===== src/rtl/scg_pkg.sv =====
`timescale 1ns/1ps
package scg_pkg;
    localparam int G_W      = 10;
    localparam int R_W      = 9;
    localparam int TAP_W    = 8;
    localparam int CW_W     = 11;
    localparam int CW_TYPE  = 0;
    localparam int CW_MODE  = 8;
    localparam int CW_FAM   = 10;
    localparam int R_OUT    = 6;
    localparam logic [G_W-1:0] G1_FB     = 10'h204;
    localparam logic [G_W-1:0] G2_FB     = 10'h3A6;
    localparam logic [R_W-1:0] R_FB_OP   = 9'h110;
    localparam logic [R_W-1:0] R_FB_TEST = 9'h134;

    typedef struct packed {
        logic             fam;
        logic             pmode;
        logic [TAP_W-1:0] taps;
        logic [G_W-1:0]   preset;
    } sel_t;
endpackage


===== src/rtl/scg_tap_sel.sv =====
`timescale 1ns/1ps
module scg_tap_sel
    import scg_pkg::*;
(
    input  logic [3:0]     field_i,
    output logic [G_W-1:0] mask_o
);
    always_comb begin
        mask_o = '0;
        if (field_i[3]) begin
            mask_o[{3'b100, field_i[0]}] = 1'b1;
        end else begin
            mask_o[{1'b0, field_i[2:0]}] = 1'b1;
        end
    end
endmodule


===== src/rtl/scg_lfsr.sv =====
`timescale 1ns/1ps
module scg_lfsr #(
    parameter int W = 10
) (
    input  logic         clk,
    input  logic         rst_n,
    input  logic         reload_i,
    input  logic         load_i,
    input  logic         step_i,
    input  logic [W-1:0] load_val_i,
    input  logic [W-1:0] fb_mask_i,
    output logic [W-1:0] state_o
);
    typedef struct packed {
        logic [W-1:0] sr;
    } lfsr_t;

    lfsr_t lfsr_d, lfsr_q;

    always_comb begin
        lfsr_d = lfsr_q;
        if (reload_i) begin
            lfsr_d.sr = '1;
        end else if (load_i) begin
            lfsr_d.sr = load_val_i;
        end else if (step_i) begin
            lfsr_d.sr = {lfsr_q.sr[W-2:0], ^(lfsr_q.sr & fb_mask_i)};
        end
    end

    always_ff @(posedge clk or negedge rst_n) begin
        if (!rst_n) begin
            lfsr_q.sr <= '1;
        end else begin
            lfsr_q <= lfsr_d;
        end
    end

    assign state_o = lfsr_q.sr;
endmodule


===== src/rtl/scg_ctrl.sv =====
`timescale 1ns/1ps
module scg_ctrl
    import scg_pkg::*;
#(
    parameter int GPS_LEN = 1023,
    parameter int GLO_LEN = 511,
    parameter int CNT_W   = 10
) (
    input  logic             clk,
    input  logic             rst_n,
    input  logic             gate_i,
    input  logic             chip_en_i,
    input  logic             start_i,
    input  logic             fam_i,
    input  logic             pmode_i,
    input  logic [TAP_W-1:0] taps_i,
    input  logic [G_W-1:0]   preset_i,
    output logic [CNT_W-1:0] cnt_o,
    output logic             epoch_end_o,
    output logic             reload_o,
    output logic             gold_step_o,
    output logic             mls_step_o,
    output logic             g2_load_o,
    output logic             invalid_o,
    output logic             primed_o
);
    localparam logic [CNT_W-1:0] GPS_LAST = CNT_W'(GPS_LEN - 1);
    localparam logic [CNT_W-1:0] GLO_LAST = CNT_W'(GLO_LEN - 1);

    typedef struct packed {
        logic [CNT_W-1:0] cnt;
        sel_t             sel;
        logic             primed;
        logic             invalid;
    } ctl_t;

    ctl_t ctl_d, ctl_q;

    logic [CNT_W-1:0] last;
    logic at_end, adv, restart, wrap, reload, step, sel_chg, chg;

    always_comb begin
        last    = fam_i ? GLO_LAST : GPS_LAST;
        at_end  = (ctl_q.cnt >= last);
        adv     = gate_i & chip_en_i;
        restart = gate_i & start_i;
        wrap    = adv & at_end & ~restart;
        reload  = restart | wrap;
        step    = adv & ~reload;

        sel_chg = (fam_i != ctl_q.sel.fam) | (pmode_i != ctl_q.sel.pmode);
        if (fam_i) begin
            sel_chg = sel_chg | (taps_i[CW_TYPE] != ctl_q.sel.taps[CW_TYPE]);
        end else if (pmode_i) begin
            sel_chg = sel_chg | (preset_i != ctl_q.sel.preset);
        end else begin
            sel_chg = sel_chg | (taps_i != ctl_q.sel.taps);
        end
        chg = ctl_q.primed & gate_i & sel_chg;

        ctl_d            = ctl_q;
        ctl_d.primed     = 1'b1;
        ctl_d.sel.fam    = fam_i;
        ctl_d.sel.pmode  = pmode_i;
        ctl_d.sel.taps   = taps_i;
        ctl_d.sel.preset = preset_i;

        if (reload) begin
            ctl_d.cnt = '0;
        end else if (step) begin
            ctl_d.cnt = ctl_q.cnt + 1'b1;
        end

        if (chg) begin
            ctl_d.invalid = 1'b1;
        end else if (reload) begin
            ctl_d.invalid = 1'b0;
        end
    end

    always_ff @(posedge clk or negedge rst_n) begin
        if (!rst_n) begin
            ctl_q <= '0;
        end else begin
            ctl_q <= ctl_d;
        end
    end

    assign cnt_o       = ctl_q.cnt;
    assign epoch_end_o = at_end;
    assign reload_o    = reload;
    assign gold_step_o = step & ~fam_i;
    assign mls_step_o  = step & fam_i;
    assign g2_load_o   = step & ~fam_i & pmode_i & (ctl_q.cnt == '0);
    assign invalid_o   = ctl_q.invalid;
    assign primed_o    = ctl_q.primed;
endmodule


===== src/rtl/sat_code_gen.sv =====
`timescale 1ns/1ps
module sat_code_gen
    import scg_pkg::*;
#(
    parameter int GPS_LEN = 1023,
    parameter int GLO_LEN = 511
) (
    input  logic            clk,
    input  logic            rst_n,
    input  logic [CW_W-1:0] ctrl_word_i,
    input  logic [G_W-1:0]  g2_preset_i,
    input  logic            chip_en_i,
    input  logic            epoch_start_i,
    input  logic            gate_open_i,
    output logic            chip_o,
    output logic            epoch_end_o,
    output logic            acc_invalid_o
);
    localparam int MAX_LEN = (GPS_LEN > GLO_LEN) ? GPS_LEN : GLO_LEN;
    localparam int CNT_W   = $clog2(MAX_LEN);

    logic [CNT_W-1:0] epoch_cnt;
    logic [G_W-1:0]   g1_st, g2_st;
    logic [R_W-1:0]   glo_st;
    logic [G_W-1:0]   tap_mask [2];
    logic             reload, gold_step, mls_step, g2_load, primed;
    logic             fam, pmode, tap_bits;
    logic             cw_unused;

    assign fam       = ctrl_word_i[CW_FAM];
    assign pmode     = ctrl_word_i[CW_MODE];
    assign cw_unused = ctrl_word_i[9];

    scg_ctrl #(
        .GPS_LEN(GPS_LEN),
        .GLO_LEN(GLO_LEN),
        .CNT_W  (CNT_W)
    ) u_ctrl (
        .clk        (clk),
        .rst_n      (rst_n),
        .gate_i     (gate_open_i),
        .chip_en_i  (chip_en_i),
        .start_i    (epoch_start_i),
        .fam_i      (fam),
        .pmode_i    (pmode),
        .taps_i     (ctrl_word_i[TAP_W-1:0]),
        .preset_i   (g2_preset_i),
        .cnt_o      (epoch_cnt),
        .epoch_end_o(epoch_end_o),
        .reload_o   (reload),
        .gold_step_o(gold_step),
        .mls_step_o (mls_step),
        .g2_load_o  (g2_load),
        .invalid_o  (acc_invalid_o),
        .primed_o   (primed)
    );

    for (genvar k = 0; k < 2; k++) begin : g_tap
        scg_tap_sel u_sel (
            .field_i(ctrl_word_i[4*k+3 -: 4]),
            .mask_o (tap_mask[k])
        );
    end

    scg_lfsr #(.W(G_W)) u_g1 (
        .clk       (clk),
        .rst_n     (rst_n),
        .reload_i  (reload),
        .load_i    (1'b0),
        .step_i    (gold_step),
        .load_val_i('0),
        .fb_mask_i (G1_FB),
        .state_o   (g1_st)
    );

    scg_lfsr #(.W(G_W)) u_g2 (
        .clk       (clk),
        .rst_n     (rst_n),
        .reload_i  (reload),
        .load_i    (g2_load),
        .step_i    (gold_step),
        .load_val_i(g2_preset_i),
        .fb_mask_i (G2_FB),
        .state_o   (g2_st)
    );

    scg_lfsr #(.W(R_W)) u_mls (
        .clk       (clk),
        .rst_n     (rst_n),
        .reload_i  (reload),
        .load_i    (1'b0),
        .step_i    (mls_step),
        .load_val_i('0),
        .fb_mask_i (ctrl_word_i[CW_TYPE] ? R_FB_TEST : R_FB_OP),
        .state_o   (glo_st)
    );

    always_comb begin
        tap_bits = (^(g2_st & tap_mask[0])) ^ (^(g2_st & tap_mask[1]));
        if (fam) begin
            chip_o = glo_st[R_OUT];
        end else if (pmode) begin
            chip_o = g1_st[G_W-1] ^ g2_st[G_W-1];
        end else begin
            chip_o = g1_st[G_W-1] ^ tap_bits;
        end
    end
endmodule


===== config.mk =====
export PLATFORM = sky130hd
export DESIGN_NAME = sat_code_gen
export DESIGN_NICKNAME = d
export VERILOG_FILES = /design/src/rtl/scg_pkg.sv /design/src/rtl/scg_tap_sel.sv /design/src/rtl/scg_lfsr.sv /design/src/rtl/scg_ctrl.sv /design/src/rtl/sat_code_gen.sv
export SDC_FILE = /design/constraint.sdc
export NUM_CORES = 1
export LEC_CHECK = 0
export BUFFER_PORTS_ARGS = -buffer_cell sky130_fd_sc_hd__buf_4
export CORE_AREA = 4 4 80 82
export DETAILED_ROUTE_END_ITERATION = 7
export DIE_AREA = 0 0 84 86
export GPL_ROUTABILITY_DRIVEN = 0
export GPL_TIMING_DRIVEN = 0
export PLACE_DENSITY = 0.74
export SYNTH_ARGS = -nofsm -noshare
export SYNTH_HDL_FRONTEND = slang
export SYNTH_SLANG_ARGS = --single-unit

===== constraint.sdc =====
create_clock -name clk -period 1.9 [get_ports clk]
set_clock_uncertainty 0.05 [all_clocks]
set_input_delay 0.19 -clock clk [delete_from_list [all_inputs] [get_ports clk]]
set_output_delay 0.19 -clock clk [all_outputs]
set_load 0.02 [all_outputs]

Word-level counts from Yosys, hierarchy flattened
Cells that the tools add are included.
Storage, ports and cells
  flip-flop bits (word level): 61
  input port bits: 26
  output and inout bits: 3
  logic and storage cells: 92
Operators by class
  add/sub/neg operators: 1
  $lt $le $gt $ge: 9
  eq/ne operators: 5
  multiplexer cells: 27
  bitwise operators: 25
  reduce and logical (&&, ||, !) cells: 15
Operators by type and width (count)
  two-way mux 10 bit: 10
  parity 10 bit: 4
  bitwise AND 10 bit: 2
  two-way mux 9 bit: 2
  bitwise AND 1 bit: 11
  adder 10 x 1 -> 10 bit (second input constant): 1
  greater-or-equal comparator 10 bit: 1
  zero test 10 bit: 1
  less-than comparator 3 x 5 -> 1 bit (second input constant): 2
  less-than comparator 4 x 5 -> 1 bit (second input constant): 2
  two-way mux 1 bit: 10
  inequality test 10 bit: 1
  bitwise AND 9 bit: 1
  parity 9 bit: 1
  greater-or-equal comparator 4 x 1 -> 1 bit (second input constant): 2
  inequality test 8 bit: 1
  nonzero test 2 bit: 4
  demux 1 bit (select 3 bit): 2
  greater-or-equal comparator 3 x 1 -> 1 bit (second input constant): 2
  two-way mux 6 bit: 1
  OR 1 bit: 5
  logical AND 1 bit: 4
  inequality test 1 bit: 3
  NOT 1 bit: 3
  3 further kinds: 6

Logic depth before layout (Yosys ltp)
  depth after elaboration: 12
  gate-level depth with buffers: 9
  depth with buffers taken out: 8

Hierarchy
From an unflattened synthesis, not the netlist that was laid out.
Second synthesis, totals
  cell total of the unflattened synthesis: 374
  area total of the unflattened synthesis: 4003.8 um^2
Modules (own cells, without submodules)
  scg_ctrl: times used 1, cells each 131, area an instance 1526.5 um^2, seq. area each 800.8 um^2
  scg_lfsr at u_g1 ...: times used 2, cells each 62, area an instance 680.7 um^2, seq. area each 262.8 um^2
  scg_lfsr at u_mls: times used 1, cells each 55, area an instance 619.3 um^2, seq. area each 236.5 um^2
  sat_code_gen: times used 1, cells each 42, area an instance 279.0 um^2, seq. area each 0.0 um^2
  scg_tap_sel: times used 2, cells each 11, area an instance 108.9 um^2, seq. area each 0.0 um^2

Worst setup path before layout
Ideal clock, no wire load.
  path kind: register to output
  from: register u_g2.lfsr_q (netlist bit u_g2.state_o[7])
  to: output port chip_o
  data arrival time: 1.856 ns
  data required time: 1.660 ns
  setup slack: -0.196 ns
  stages on the path, launching flop included: 5
  buffers on the path: 0
  cell sequence: dfstp_2 -> mux4_2 -> mux4_1 -> xnor2_1 -> o31ai_2
On the way
  cells in the longest elaborated chain, start to end: 6
  elaborated cells on any way between the ends: 8
RTL lines
  start: declaration: RTL line scg_lfsr.sv:18  | lfsr_t lfsr_d, lfsr_q;
  start signal: assignment: RTL line scg_lfsr.sv:35  | lfsr_q <= lfsr_d;
  bitwise AND 10 bit: RTL line sat_code_gen.sv:99  | tap_bits = (^(g2_st & tap_mask[0])) ^ (^(g2_st & tap_mask[1]));
  parity 10 bit: RTL line sat_code_gen.sv:99
  bitwise XOR 1 bit (*): RTL line sat_code_gen.sv:99
  bitwise XOR 1 bit (*): RTL line sat_code_gen.sv:105  | chip_o = g1_st[G_W-1] ^ tap_bits;
  two-way mux 1 bit (*): RTL line sat_code_gen.sv:102  | end else if (pmode) begin
  two-way mux 1 bit (*): RTL line sat_code_gen.sv:100  | if (fam) begin
  end: declaration: RTL line sat_code_gen.sv:15  | output logic chip_o,
Mark *: on every way between the ends. The rest lies on a longest branch, timed or not.

Final worst setup path
  from: register u_g2.lfsr_q (netlist bit u_g2.state_o[5])
  to: output port chip_o
Same word-level chain as after synthesis.

==> out/metrics.yaml <==
synth_area_um2: 2960
dieArea_um2: 7220
wl_per_cell_um: 17.2
crit_fanout: 4
place_inst: 365
synth_cell_types: 42
worstPathArrival_ns: 2.26
firstDrtPassIters: 4
whs_path_depth: 2
layout.cells.most_common_list: "44 x buf_4, 31 x dfrtp_1, 29 x dfstp_2"
routed.top_layer: "met4"
power_density_nw_per_um2: 961
required_ns: 1.66
antenna_found_initial: 0
r2r_start: "u_ctrl.cnt_o[1]$_DFFE_PN0P_"
rows: 28
synth_edf_count: 0
finalSetupViolations: 35
wl_met1_um: 3140
diodes: 0
layout_commonest_cell: "buf_4"
async_flop_share_pct: 100
fillers: 344
avgSynthCellArea_um2: 11.3
syn_inst: 263
cts_tree: "built"
drcViolationCount: 0
min_from: "gate_open_i"
status: "complete, but fails checks"
yosysSeqAreaShare_pct: 52.7
relSlewSlack_pct: 49.8
synth_ff_type: "dfrtp_1"
r2r_cells: 9
synth_compound_gate_area_share_pct: 8.15
dpl.hpwl_um: 4060
cts_buffer_depth: 2
clk_pin_slew_worst_paths_ns: 0.07
hold_viol: 0
failed_checks: "setup timing"
io_pins: 29
htreeDepth: 3
hold_end: "u_ctrl.invalid_o$_DFFE_PN0P_"
synth_fp_nets: 293
final_core_util_pct: 77.9
drtIter0Drc: 105
min_path_type: "input pin to flip-flop"
worstSkewPairLatency_ns: 0.34
finalWorstSetupSlack_ns: -0.601
drive_gt1_share_pct: 48.3
grt-ovfl-total: 0
viasPerCell: 5.42
synth-xor-area-share_pct: 11.5
die_h_um: 86
vias: 2324
post-route-period-util_pct: 132
endpoint_kind: "output pin"
tightest_slew_ns: 0.753
regToRegEndpoint: "u_g2.state_o[8]$_DFFE_PN1P_"
cts_inserted_buffers: 9
max_freq_ghz: 0.400
layout.nets: 379
port_buffers: 27
totalWireLength_um: 7370
p_leak_uw: 0.00192
vdd_drop_max_uv: 728
grt_pass1_vias: 2341
start_kind: "flip-flop"
timing.final.max_slew_violations: 0
cts.sinks: 61
yosys.area_share.simple_pct: 12.8
grt_max_degree: 62
dieWidth_um: 84
r2r_slack_ns: -0.33
root_buffer: "clkbuf_8"
synthMuxAreaShare_pct: 10.6
grt_usage_pct: 20.6
grt_pass1_wl_um: 11600
area_delta_synth_final_pct: 51.0
pre_cts_ws_ns: -0.472
core_area_um2: 5750
ys_ff_latch: 61
wl_met2_um: 3800
synth_top_family_by_area: "simple AND/OR/NAND/NOR gates"
start_util_pct: 51.6
met3_length_um: 280
cap_violations: 0
final_cells: 429
ant_nets: 0
yosys_warnings: 0
synth_fa_ha_area_share_pct: 1.69
period_minus_slack_ns: 2.50
rsz0062_at_grt: "true"
critical_path_class: "flip-flop to output pin"
critical path, stage by stage (launching register included):
cell     delay [ns]
dfstp_2        0.39
mux4_2         0.44
mux4_1         0.57
xnor2_2        0.18
o31ai_4        0.19
buf_6          0.15
state kept, by name, summed over array words and instances (netlist names):
| signal | cells |
|---|---|
| u_ctrl.ctl_q | 20 |
| u_ctrl.cnt_o | 10 |
| u_g1.state_o | 10 |
| u_g2.state_o | 10 |
| u_mls.state_o | 9 |
| u_ctrl.invalid_o | 1 |
| u_ctrl.primed_o | 1 |
kinds of logic (layout without fill, tap and decap cells):
group	count (synthesis)	in the layout
AOI/OAI and AO/OA	39	39
xor gates and xnor gates	38	38
adders and majority gates	4	4
buffers and inverters	13	104
DFF	61	61
muxes	26	26
other	1	1
and+or+nand+nor	81	81
cells in the mapped netlist, types with 3 or more instances:
cell,n,area [µm²]
dfrtp_1,32,801
dfstp_2,29,762
nand2_1,27,101
xnor2_1,23,201
mux2i_1,21,210
nor2_1,16,60.1
o21ai_0,15,75.1
nor3_1,14,70.1
xor2_1,14,123
a21oi_1,13,65.1
nand3_1,7,35.0
buf_2,4,20.0
ha_1,4,50.1
nand4_1,4,25.0
nor4_1,4,25.0
clkbuf_1,3,11.3
inv_1,3,11.3
mux4_2,3,67.6
metal layers:
metal / global-route usage (%) / vias up
met1: 27.0 / 1166
met3: 5.09 / 15
met5: 0 / -
li1: - / 1098
met2: 33.4 / 45
met4: 7.89 / 0
timing repair:
action	CTS	global route
pin swaps	18	18
hold buffers	21	0
setup buffers	18	6
endpoints found under the hold margin	52	0
gates resized for setup	31	62
gates cloned	3	2
endpoints found under the setup margin	40	40
metrics by stage:
stage	TNS [ns]	total power [µW]	hold slack, ns	cell area (µm²)
final	-7.34	4300	0.117	4470
after global routing	-10.16	4510	0.118	4470
after CTS	-5.44	4170	0.0993	4170
after detailed placement	-12.51	2400	0.261	3350
after global placement	-11.69	2380	0.261	3350
after floorplan	-2.64	2180	-0.156	3050
cell type report:
type                    instances  area, µm²  share of cell area, %
plain buffers                   9        111                   2.49
repair buffers                 76        749                   16.8
inverters                       3       11.3                  0.252
multi-input cells             189       1670                   37.4
clock inverters                 6        134                   2.99
well taps                      75       93.8                   2.10
clock buffers                  10        138                   3.08
flip-flops and latches         61       1560                   35.0
worst max path at each step:
stage	depth (start not counted)	slack (ns)	endpoint	from
floorplan	4	-0.19	chip_o	u_g2.state_o[7]$_DFFE_PN1P_
global placement	9	-0.45	u_g2.state_o[3]$_DFFE_PN1P_	u_ctrl.cnt_o[0]$_DFFE_PN0P_
detailed placement	9	-0.47	u_g2.state_o[7]$_DFFE_PN1P_	u_ctrl.cnt_o[0]$_DFFE_PN0P_
CTS	7	-0.62	chip_o	u_g2.state_o[6]$_DFFE_PN1P_
global route	5	-0.68	chip_o	u_g2.state_o[5]$_DFFE_PN1P_
finish	5	-0.60	chip_o	u_g2.state_o[5]$_DFFE_PN1P_
where the power goes:
group,total (µW),internal [µW],switching (µW)
registers,1740,1550,181
clock network,1570,1040,529
logic,993,530,462
total,4300,3130,1170
No activity file was read; power rests on OpenSTA's default activity.
